### src/rtl/ahbarb_pkg.sv
`timescale 1ns/1ps
package ahbarb_pkg;
  localparam logic [1:0] TRANS_IDLE = 2'b00;
  localparam logic [1:0] RESP_SPLIT = 2'b11;
  localparam int unsigned MAX_SLOTS = 16;
endpackage

### src/rtl/ahbarb_split_track.sv
`timescale 1ns/1ps
module ahbarb_split_track #(
  parameter int unsigned NUM_MASTERS = 3,
  localparam int unsigned NS   = NUM_MASTERS + 1,
  localparam int unsigned SELW = $clog2(NS)
) (
  input  logic                   clk,
  input  logic                   rst_n,
  input  logic                   split_evt_i,
  input  logic [SELW-1:0]        owner_i,
  input  logic                   owner_locked_i,
  input  logic [NUM_MASTERS:1]   resume_i,
  output logic [NS-1:0]          mask_o,
  output logic [NS-1:0]          lsplit_o
);
  // the idle slot never receives a response, so it is never split
  assign mask_o[0]   = 1'b0;
  assign lsplit_o[0] = 1'b0;

  for (genvar g = 1; g < NS; g++) begin : g_slot
    logic hit;
    logic mask_q;
    logic lsplit_q;
    assign hit = split_evt_i && (owner_i == SELW'(g));

    always_ff @(posedge clk or negedge rst_n) begin
      if (!rst_n) begin
        mask_q   <= 1'b0;
        lsplit_q <= 1'b0;
      end else if (hit) begin
        mask_q   <= 1'b1;
        lsplit_q <= owner_locked_i;
      end else if (resume_i[g]) begin
        mask_q   <= 1'b0;
        lsplit_q <= 1'b0;
      end
    end

    assign mask_o[g]   = mask_q;
    assign lsplit_o[g] = lsplit_q;
  end
endmodule

### src/rtl/ahbarb_prio_pick.sv
`timescale 1ns/1ps
module ahbarb_prio_pick #(
  parameter int unsigned NUM_MASTERS = 3,
  localparam int unsigned NS   = NUM_MASTERS + 1,
  localparam int unsigned SELW = $clog2(NS),
  localparam int unsigned TOP  = NUM_MASTERS
) (
  input  logic [NS-1:0]   req_i,
  input  logic [NS-1:0]   lock_i,
  input  logic [NS-1:0]   mask_i,
  input  logic [NS-1:0]   cur_grant_i,
  input  logic [SELW-1:0] cur_owner_i,
  input  logic            lsplit_any_i,
  output logic [NS-1:0]   next_grant_o,
  output logic            lock_hold_o
);
  // order: TOP, idle slot 0, then TOP-1 down to 1
  function automatic logic [NS-1:0] pick_slot(input logic [NS-1:0] elig);
    logic [NS-1:0] res;
    res = '0;
    if (elig[TOP]) begin
      res[TOP] = 1'b1;
    end else if (elig[0]) begin
      res[0] = 1'b1;
    end else begin
      for (int k = 1; k < int'(TOP); k++) begin
        if (elig[k]) res = '0;
        if (elig[k]) res[k] = 1'b1;
      end
    end
    return res;
  endfunction

  logic [NS-1:0] elig;
  logic [NS-1:0] picked;
  logic [NS-1:0] idle_oh;
  logic [NS-1:0] dflt_oh;

  assign elig        = req_i & ~mask_i;
  assign picked      = pick_slot(elig);
  assign idle_oh     = NS'(1);
  assign dflt_oh     = NS'(2);
  assign lock_hold_o = lock_i[cur_owner_i] && !mask_i[cur_owner_i];

  always_comb begin
    if (lock_hold_o)        next_grant_o = cur_grant_i;
    else if (lsplit_any_i)  next_grant_o = idle_oh;
    else if (|picked)       next_grant_o = picked;
    else if (!mask_i[1])    next_grant_o = dflt_oh;
    else                    next_grant_o = idle_oh;
  end
endmodule

### src/rtl/ahbarb_owner_regs.sv
`timescale 1ns/1ps
module ahbarb_owner_regs #(
  parameter int unsigned NUM_MASTERS = 3,
  localparam int unsigned NS   = NUM_MASTERS + 1,
  localparam int unsigned SELW = $clog2(NS)
) (
  input  logic            clk,
  input  logic            rst_n,
  input  logic            hready_i,
  input  logic [NS-1:0]   next_grant_i,
  input  logic [NS-1:0]   lock_i,
  output logic [NS-1:0]   grant_o,
  output logic [SELW-1:0] addr_sel_o,
  output logic [SELW-1:0] data_sel_o,
  output logic            data_locked_o
);
  function automatic logic [SELW-1:0] oh_to_idx(input logic [NS-1:0] oh);
    logic [SELW-1:0] idx;
    idx = '0;
    for (int k = 0; k < int'(NS); k++) begin
      if (oh[k]) idx = SELW'(k);
    end
    return idx;
  endfunction

  logic [NS-1:0]   grant_q;
  logic [SELW-1:0] data_q;
  logic            dlock_q;

  always_ff @(posedge clk or negedge rst_n) begin
    if (!rst_n) begin
      grant_q <= NS'(2);
      data_q  <= SELW'(1);
      dlock_q <= 1'b0;
    end else if (hready_i) begin
      grant_q <= next_grant_i;
      data_q  <= oh_to_idx(grant_q);
      dlock_q <= lock_i[oh_to_idx(grant_q)];
    end
  end

  assign grant_o       = grant_q;
  assign addr_sel_o    = oh_to_idx(grant_q);
  assign data_sel_o    = data_q;
  assign data_locked_o = dlock_q;
endmodule

### src/rtl/ahb_fixed_arbiter.sv
`timescale 1ns/1ps
module ahb_fixed_arbiter #(
  parameter int unsigned NUM_MASTERS = 3
) (
  input  logic                           clk,
  input  logic                           rst_n,
  input  logic [NUM_MASTERS:0]           req_i,
  input  logic [NUM_MASTERS:0]           lock_i,
  input  logic [NUM_MASTERS:1]           split_resume_i,
  input  logic                           hready_i,
  input  logic [1:0]                     hresp_i,
  input  logic [1:0]                     htrans_i,
  output logic [NUM_MASTERS:0]           grant_o,
  output logic [$clog2(NUM_MASTERS+1)-1:0] addr_sel_o,
  output logic [$clog2(NUM_MASTERS+1)-1:0] data_sel_o,
  output logic [1:0]                     htrans_o,
  output logic [NUM_MASTERS:1]           split_mask_o
);
  import ahbarb_pkg::*;
  localparam int unsigned NS   = NUM_MASTERS + 1;
  localparam int unsigned SELW = $clog2(NS);

  // named internal events, observed by the checker
  logic            split_evt_w;
  logic            lock_hold_w;
  logic            lsplit_any_w;
  logic            data_locked_w;
  logic [NS-1:0]   mask_full_w;
  logic [NS-1:0]   lsplit_w;
  logic [NS-1:0]   next_grant_w;

  assign split_evt_w  = (hresp_i == RESP_SPLIT) && !hready_i;
  assign lsplit_any_w = |lsplit_w;

  ahbarb_split_track #(.NUM_MASTERS(NUM_MASTERS)) u_split (
    .clk            (clk),
    .rst_n          (rst_n),
    .split_evt_i    (split_evt_w),
    .owner_i        (data_sel_o),
    .owner_locked_i (data_locked_w),
    .resume_i       (split_resume_i),
    .mask_o         (mask_full_w),
    .lsplit_o       (lsplit_w)
  );

  ahbarb_prio_pick #(.NUM_MASTERS(NUM_MASTERS)) u_pick (
    .req_i        (req_i),
    .lock_i       (lock_i),
    .mask_i       (mask_full_w),
    .cur_grant_i  (grant_o),
    .cur_owner_i  (addr_sel_o),
    .lsplit_any_i (lsplit_any_w),
    .next_grant_o (next_grant_w),
    .lock_hold_o  (lock_hold_w)
  );

  ahbarb_owner_regs #(.NUM_MASTERS(NUM_MASTERS)) u_owner (
    .clk           (clk),
    .rst_n         (rst_n),
    .hready_i      (hready_i),
    .next_grant_i  (next_grant_w),
    .lock_i        (lock_i),
    .grant_o       (grant_o),
    .addr_sel_o    (addr_sel_o),
    .data_sel_o    (data_sel_o),
    .data_locked_o (data_locked_w)
  );

  assign htrans_o     = grant_o[0] ? TRANS_IDLE : htrans_i;
  assign split_mask_o = mask_full_w[NS-1:1];
endmodule

### config.mk
export PLATFORM = sky130hd
export DESIGN_NAME = ahb_fixed_arbiter
export DESIGN_NICKNAME = d
export VERILOG_FILES = /design/src/rtl/ahbarb_pkg.sv /design/src/rtl/ahbarb_split_track.sv /design/src/rtl/ahbarb_prio_pick.sv /design/src/rtl/ahbarb_owner_regs.sv /design/src/rtl/ahb_fixed_arbiter.sv
export SDC_FILE = /design/constraint.sdc
export NUM_CORES = 1
export LEC_CHECK = 0
export ABC_AREA = 1
export BUFFER_PORTS_ARGS = -buffer_cell sky130_fd_sc_hd__buf_2
export CAP_MARGIN = 40
export CORE_MARGIN = 1
export CORE_UTILIZATION = 49
export CTS_CLUSTER_DIAMETER = 150
export DETAILED_ROUTE_END_ITERATION = 16
export GPL_TIMING_DRIVEN = 0
export HOLD_SLACK_MARGIN = 0.05
export PLACE_DENSITY = 0.87
export SLEW_MARGIN = 20
export SYNTH_ARGS = -nofsm -noshare
export SYNTH_HDL_FRONTEND = slang
export SYNTH_SLANG_ARGS = --single-unit
### constraint.sdc
create_clock -name clk -period 2.9 [get_ports clk]
set_input_delay 0.145 -clock clk [delete_from_list [all_inputs] [get_ports clk]]
set_output_delay 0.145 -clock clk [all_outputs]
set_load 0.01 [all_outputs]
# Yosys cells after proc, flatten, opt, wreduce, memory -nomap -nowiden

Cells that the tools add are included.

Bits of input ports: 18
Memory bits (read-only): 0
Output and inout bits: 13
Bits in latches: 0
Bits in registers: 13
Memories kept: 0
Memory bits (writable): 0

Reduce and logical (&&, ||, !) cells: 13
$mul: 0
Shift-type cells: 0
Muxes and demuxes: 30
Add/subtract/negate cells: 0
Divide/modulo/power cells: 0
Equal/unequal tests: 4
Magnitude comparators: 2
Bitwise gates (word level): 3

Operators by type and width:

| operator             | count |
|---|---|
| $mux W1              | 17 |
| $mux W2              | 6 |
| $mux W4              | 2 |
| $bmux W1 S2          | 3 |
| $eq A2 B2 Y1 const B | 3 |
| $lt A2 B3 Y1 const B | 2 |
| $mux W3              | 2 |
| $reduce_bool A2 Y1   | 3 |
| $logic_and A1 B1 Y1  | 5 |
| $and A4 B4 Y4        | 1 |
| $not A4 Y4           | 1 |
| $reduce_or A4 Y1     | 1 |
| $reduce_or A3 Y1     | 1 |
| $eq A2 B1 Y1 const B | 1 |
| $logic_not A1 Y1     | 2 |
| $reduce_and A2 Y1    | 1 |
| $not A1 Y1           | 1 |

# Longest topological paths before layout

Word-level depth: 9
Mapped depth: 8
Depth with buffers taken out: 8

# Hierarchy

From an unflattened synthesis, not the netlist that was laid out.

Cell total of the unflattened synthesis: 130
Area total of the unflattened synthesis: 898.4 um^2

By module, submodules not included:

| module             | instances | sequential area each (um^2) | area an instance (um^2) | cells an instance |
|---|---|---|---|---|
| ahbarb_owner_regs  | 1         | 177.7                       | 332.8                   | 42 |
| ahbarb_split_track | 1         | 150.1                       | 326.6                   | 41 |
| ahbarb_prio_pick   | 1         | 0.0                         | 202.7                   | 38 |
| ahb_fixed_arbiter  | 1         | 0.0                         | 36.3                    | 9 |

# Least setup slack after synthesis

Ideal clock, no wire load.

Path kind: register -> register
Start: register u_owner.grant_q[3], in the netlist u_owner.grant_o[3]
End: register u_owner.grant_q[3], in the netlist u_owner.grant_o[3]
Library setup time: 117 ps
Data required time: 2783 ps
Cell stages (with the launch flop): 9
Path buffers: 0
Arrival: 1071 ps
Path slack: 1712 ps
Path through: dfrtp_1 inv_2 nand2_2 nor2_1 nand2_2 nand3_4 nand2_2 nand2_1 nand2_1

Longest elaborated chain between the ends: 7
Elaborated cells between the ends (all ways): 9
Classes of those cells: mux: 5; bitwise: 1; reduce/logical: 3

RTL lines:

| what                                   | line                    | RTL |
|---|---|---|
| start, declared                        | ahbarb_owner_regs.sv:26 | `logic [NS-1:0] grant_q;` |
| start signal, assigned                 | ahbarb_owner_regs.sv:36 | `grant_q <= next_grant_i;` |
| $mux W2 (*)                            | ahbarb_owner_regs.sv:21 | `if (oh[k]) idx = SELW'(k);` |
| via addr_sel_o[1]                      | ahb_fixed_arbiter.sv:14 | `output logic [$clog2(NUM_MASTERS+1)-1:0] addr_sel_o,` |
| $bmux W1 S2                            | ahbarb_prio_pick.sv:43  | `assign lock_hold_o = lock_i[cur_owner_i] && !mask_i[cur_owner_i];` |
| $mux W1 (implied by the code)          | ahbarb_prio_pick.sv:43  |  |
| $logic_not A1 Y1                       | ahbarb_prio_pick.sv:43  |  |
| $logic_and A1 B1 Y1 (*)                | ahbarb_prio_pick.sv:43  |  |
| $not A1 Y1 (no source line) (*)        | n/a                     |  |
| $reduce_and A2 Y1 (no source line) (*) | n/a                     |  |

The timed path passes the listed nets; every way through them passes the cells marked *. The select of a mux whose other input is x is not followed.
A chain may end at the register's enable or synchronous reset.

# Worst setup path after layout

Start: register u_owner.grant_q[1], in the netlist u_owner.grant_o[1]
End: register u_owner.grant_q[1], in the netlist u_owner.grant_o[1]

Longest elaborated chain between the ends: 9
Elaborated cells between the ends (all ways): 11
Classes of those cells: mux: 7; bitwise: 1; reduce/logical: 3

RTL lines:

| what                                   | line |
|---|---|
| $mux W1 (*)                            | ahbarb_owner_regs.sv:21 |
| $mux W2 (*) (2 in series)              | ahbarb_owner_regs.sv:21 |
| $bmux W1 S2                            | ahbarb_prio_pick.sv:43 |
| $mux W1 (implied by the code)          | ahbarb_prio_pick.sv:43 |
| $logic_not A1 Y1                       | ahbarb_prio_pick.sv:43 |
| $logic_and A1 B1 Y1 (*)                | ahbarb_prio_pick.sv:43 |
| $not A1 Y1 (no source line) (*)        | n/a |
| $reduce_and A2 Y1 (no source line) (*) | n/a |

Mark *: on every way between the ends. The rest lies on a longest branch, timed or not. The select of a mux whose other input is x is not followed.

==> results.json <==
{
  "outcome": "finished, final reports clean",
  "drtAntennaViolNets": 0,
  "initial_utilization": 0.546,
  "fin_skew_ns": 0.00274,
  "detail_route.wl_per_cell_um": 10.8,
  "postSynthCellCount": 99,
  "syn-num-nets": 117,
  "num_vias": 728,
  "finalSetupViolCount": 0,
  "rr_startpoint": "u_owner.grant_o[1]",
  "leakage_uw": 0.000532,
  "fmax_ghz": 0.788,
  "cellPowerDensity_mw_per_mm2": 847,
  "clk_pin_slew_ns": 0.08,
  "final.min_clock_period_ns": 1.27,
  "finalNetCount": 153,
  "grt_usage": 0.242,
  "fin_setup_tns_ns": 0,
  "worst_pin_slew_ns": 0.305,
  "netlist_area_um2": 728,
  "ys_ff_latch": 13,
  "finalMaxSlewViolations": 0,
  "final_common_cell": "buf_2",
  "cpMaxStageDelayCell": "dfstp_2",
  "arrival_ns": 1.49,
  "hp-class": "primary input to register",
  "clock_latency_ns": 0.27,
  "grt_first_pass_wirelength_mm": 2.51,
  "gp_congestion": 0.783,
  "syn_avg_cell_area_um2": 7.36,
  "rsz0062_at_grt": "no",
  "cts_resized": 0,
  "fp.dieW_um": 40.6,
  "yosysWarnings": 0,
  "grt_pass1_vias": 616,
  "synthToLayoutAreaGrowth_pct": 28.9,
  "hp-start": "split_resume_i[2]",
  "grt_use_met3": 0.0333,
  "yosysSeqAreaShare": 0.450,
  "path_class": "register to register",
  "root_buffer": "clkbuf_4",
  "startpoint": "u_owner.grant_o[1]",
  "critPathLaunchType": "register",
  "vias_per_cell": 4.89,
  "cpMostUsedCell": "nand2_2",
  "row_count": 13,
  "cts_inserted_buffers": 3,
  "use_met1": 0.295,
  "antenna_found_initial": 0,
  "num_io_pins": 31,
  "fillCellCount": 109,
  "drt-pass1-iter-count": 4,
  "io_buffers": 29,
  "hold_viol_final": 0,
  "fp.dieH_um": 40.6,
  "path_cells": "nand2_2, o21ai_0, nand2_2, nand2_2, nand2_1, nand2_1",
  "utilization": 0.704,
  "grt-busiest-layer": "met2",
  "cts_tree": "yes",
  "fin_crit_sh": 0.438,
  "cp_slowest_stage_delay_ns": 0.56,
  "drive_gt1_frac": 0.358,
  "grt_overflow": 0,
  "core_area_mm2": 0.00133,
  "die_area_mm2": 0.00164,
  "dr.first_iter.drc_count": 6,
  "totalWireLength_mm": 1.62,
  "drc": 0,
  "ys_types": 16,
  "ir_drop_v": 0.000376,
  "final_cell_mix": "buf_2 (29), nand2_1 (21), nor2_1 (14)",
  "gr-usage-met2": 0.409,
  "cts_max_path_buffers": 2,
  "grt_max_degree": 14,
  "dpl.hpwl_mm": 1.26,
  "max_slew_margin": 0.796,
  "cp.required_ns": 3.12,
  "drv_cap": 0,
  "cp-end-kind": "register",
  "cts_htree_levels": 1,
  "antennaDiodeCount": 0,
  "cts_num_sinks": 13,
  "cp_max_fo": 5
}
## critical path, delay by kind of cell (launching register included)
| kind | cells | cell delay (ns) |
|---|---|---|
| compound gates | 1 | 0.21 |
| flops | 1 | 0.56 |
| simple gates | 5 | 0.44 |
## final cells by class
cell class	instances	area (µm²)	area share
flip-flops and latches	13	328	0.349
clock buffers	4	26.3	0.0280
plain buffers	3	22.5	0.0240
inverters	16	60.1	0.0640
repair buffers	31	165	0.176
multi-input cells	67	318	0.339
well taps	15	18.8	0.0200
## Yosys cell counts, drive strengths merged
cell,instances,area share
nand3,10,0.086
dfrtp,11,0.38
a21oi,2,0.014
nand2,27,0.16
o21ai,9,0.062
buf,3,0.031
nor3,2,0.014
nor2,15,0.081
nand3b,1,0.010
dfstp,2,0.072
o21a,1,0.010
inv,16,0.082
## what timing repair did
item | in CTS | in global routing
endpoints found under the hold margin | 14 | 0
setup buffers | 0 | 0
hold buffers | 2 | 0
## report_power, final
group	leakage (µW)	total (µW)	switching (µW)	internal (µW)
clock network	0.0000150	112	58.3	53.3
registers	0.000166	304	58.0	246
logic	0.000351	379	228	151
total	0.000532	795	344	451
## logic make-up after synthesis
family | count (synthesis) | share of synthesized area
DFF | 13 | 0.450
AOI/OAI and AO/OA | 12 | 0.0859
buffers and inverters | 19 | 0.113
and+or+nand+nor | 55 | 0.351
## through the flow
step                      total power, µW  hold WS [ns]  cell area [µm²]  setup slack [ns]  std cells
after global placement                668        0.0414              892              1.70        143
after global routing                  868        0.0684              938              1.53        149
after floorplan                       555        -0.151              728              1.71         99
after CTS                             801        0.0513              938              1.61        149
final                                 795        0.0636              938              1.63        149
after detailed placement              686        0.0453              892              1.63        143
## registers in the layout, summed over array words and instances, names as in the netlist
register,count
u_split.g_slot.lsplit_q,3
u_owner.data_locked_o,1
u_split.g_slot.mask_q,3
u_owner.data_sel_o,2
u_owner.grant_o,4
## routing by layer
metal | wire length (µm) | vias up
met4 | 26 | 0
met2 | 779 | 21
met5 | 0 | -
met3 | 70 | 4
li1 | - | 377
met1 | 738 | 326
## path summary, 6_finish.rpt
kind                                         endpoint  slack (ns)  cells after the start
min                          u_split.g_slot[2].mask_q        0.06                      2
min reg2reg                     u_owner.data_locked_o        0.50                      1
max                                u_owner.grant_o[1]        1.63                      6
max reg2reg                        u_owner.grant_o[1]        1.63                      6
min in group asynchronous  u_split.g_slot[1].lsplit_q        0.28                      2
max in group asynchronous          u_owner.grant_o[1]        2.33                      2
No activity file was read; power rests on OpenSTA's default activity.
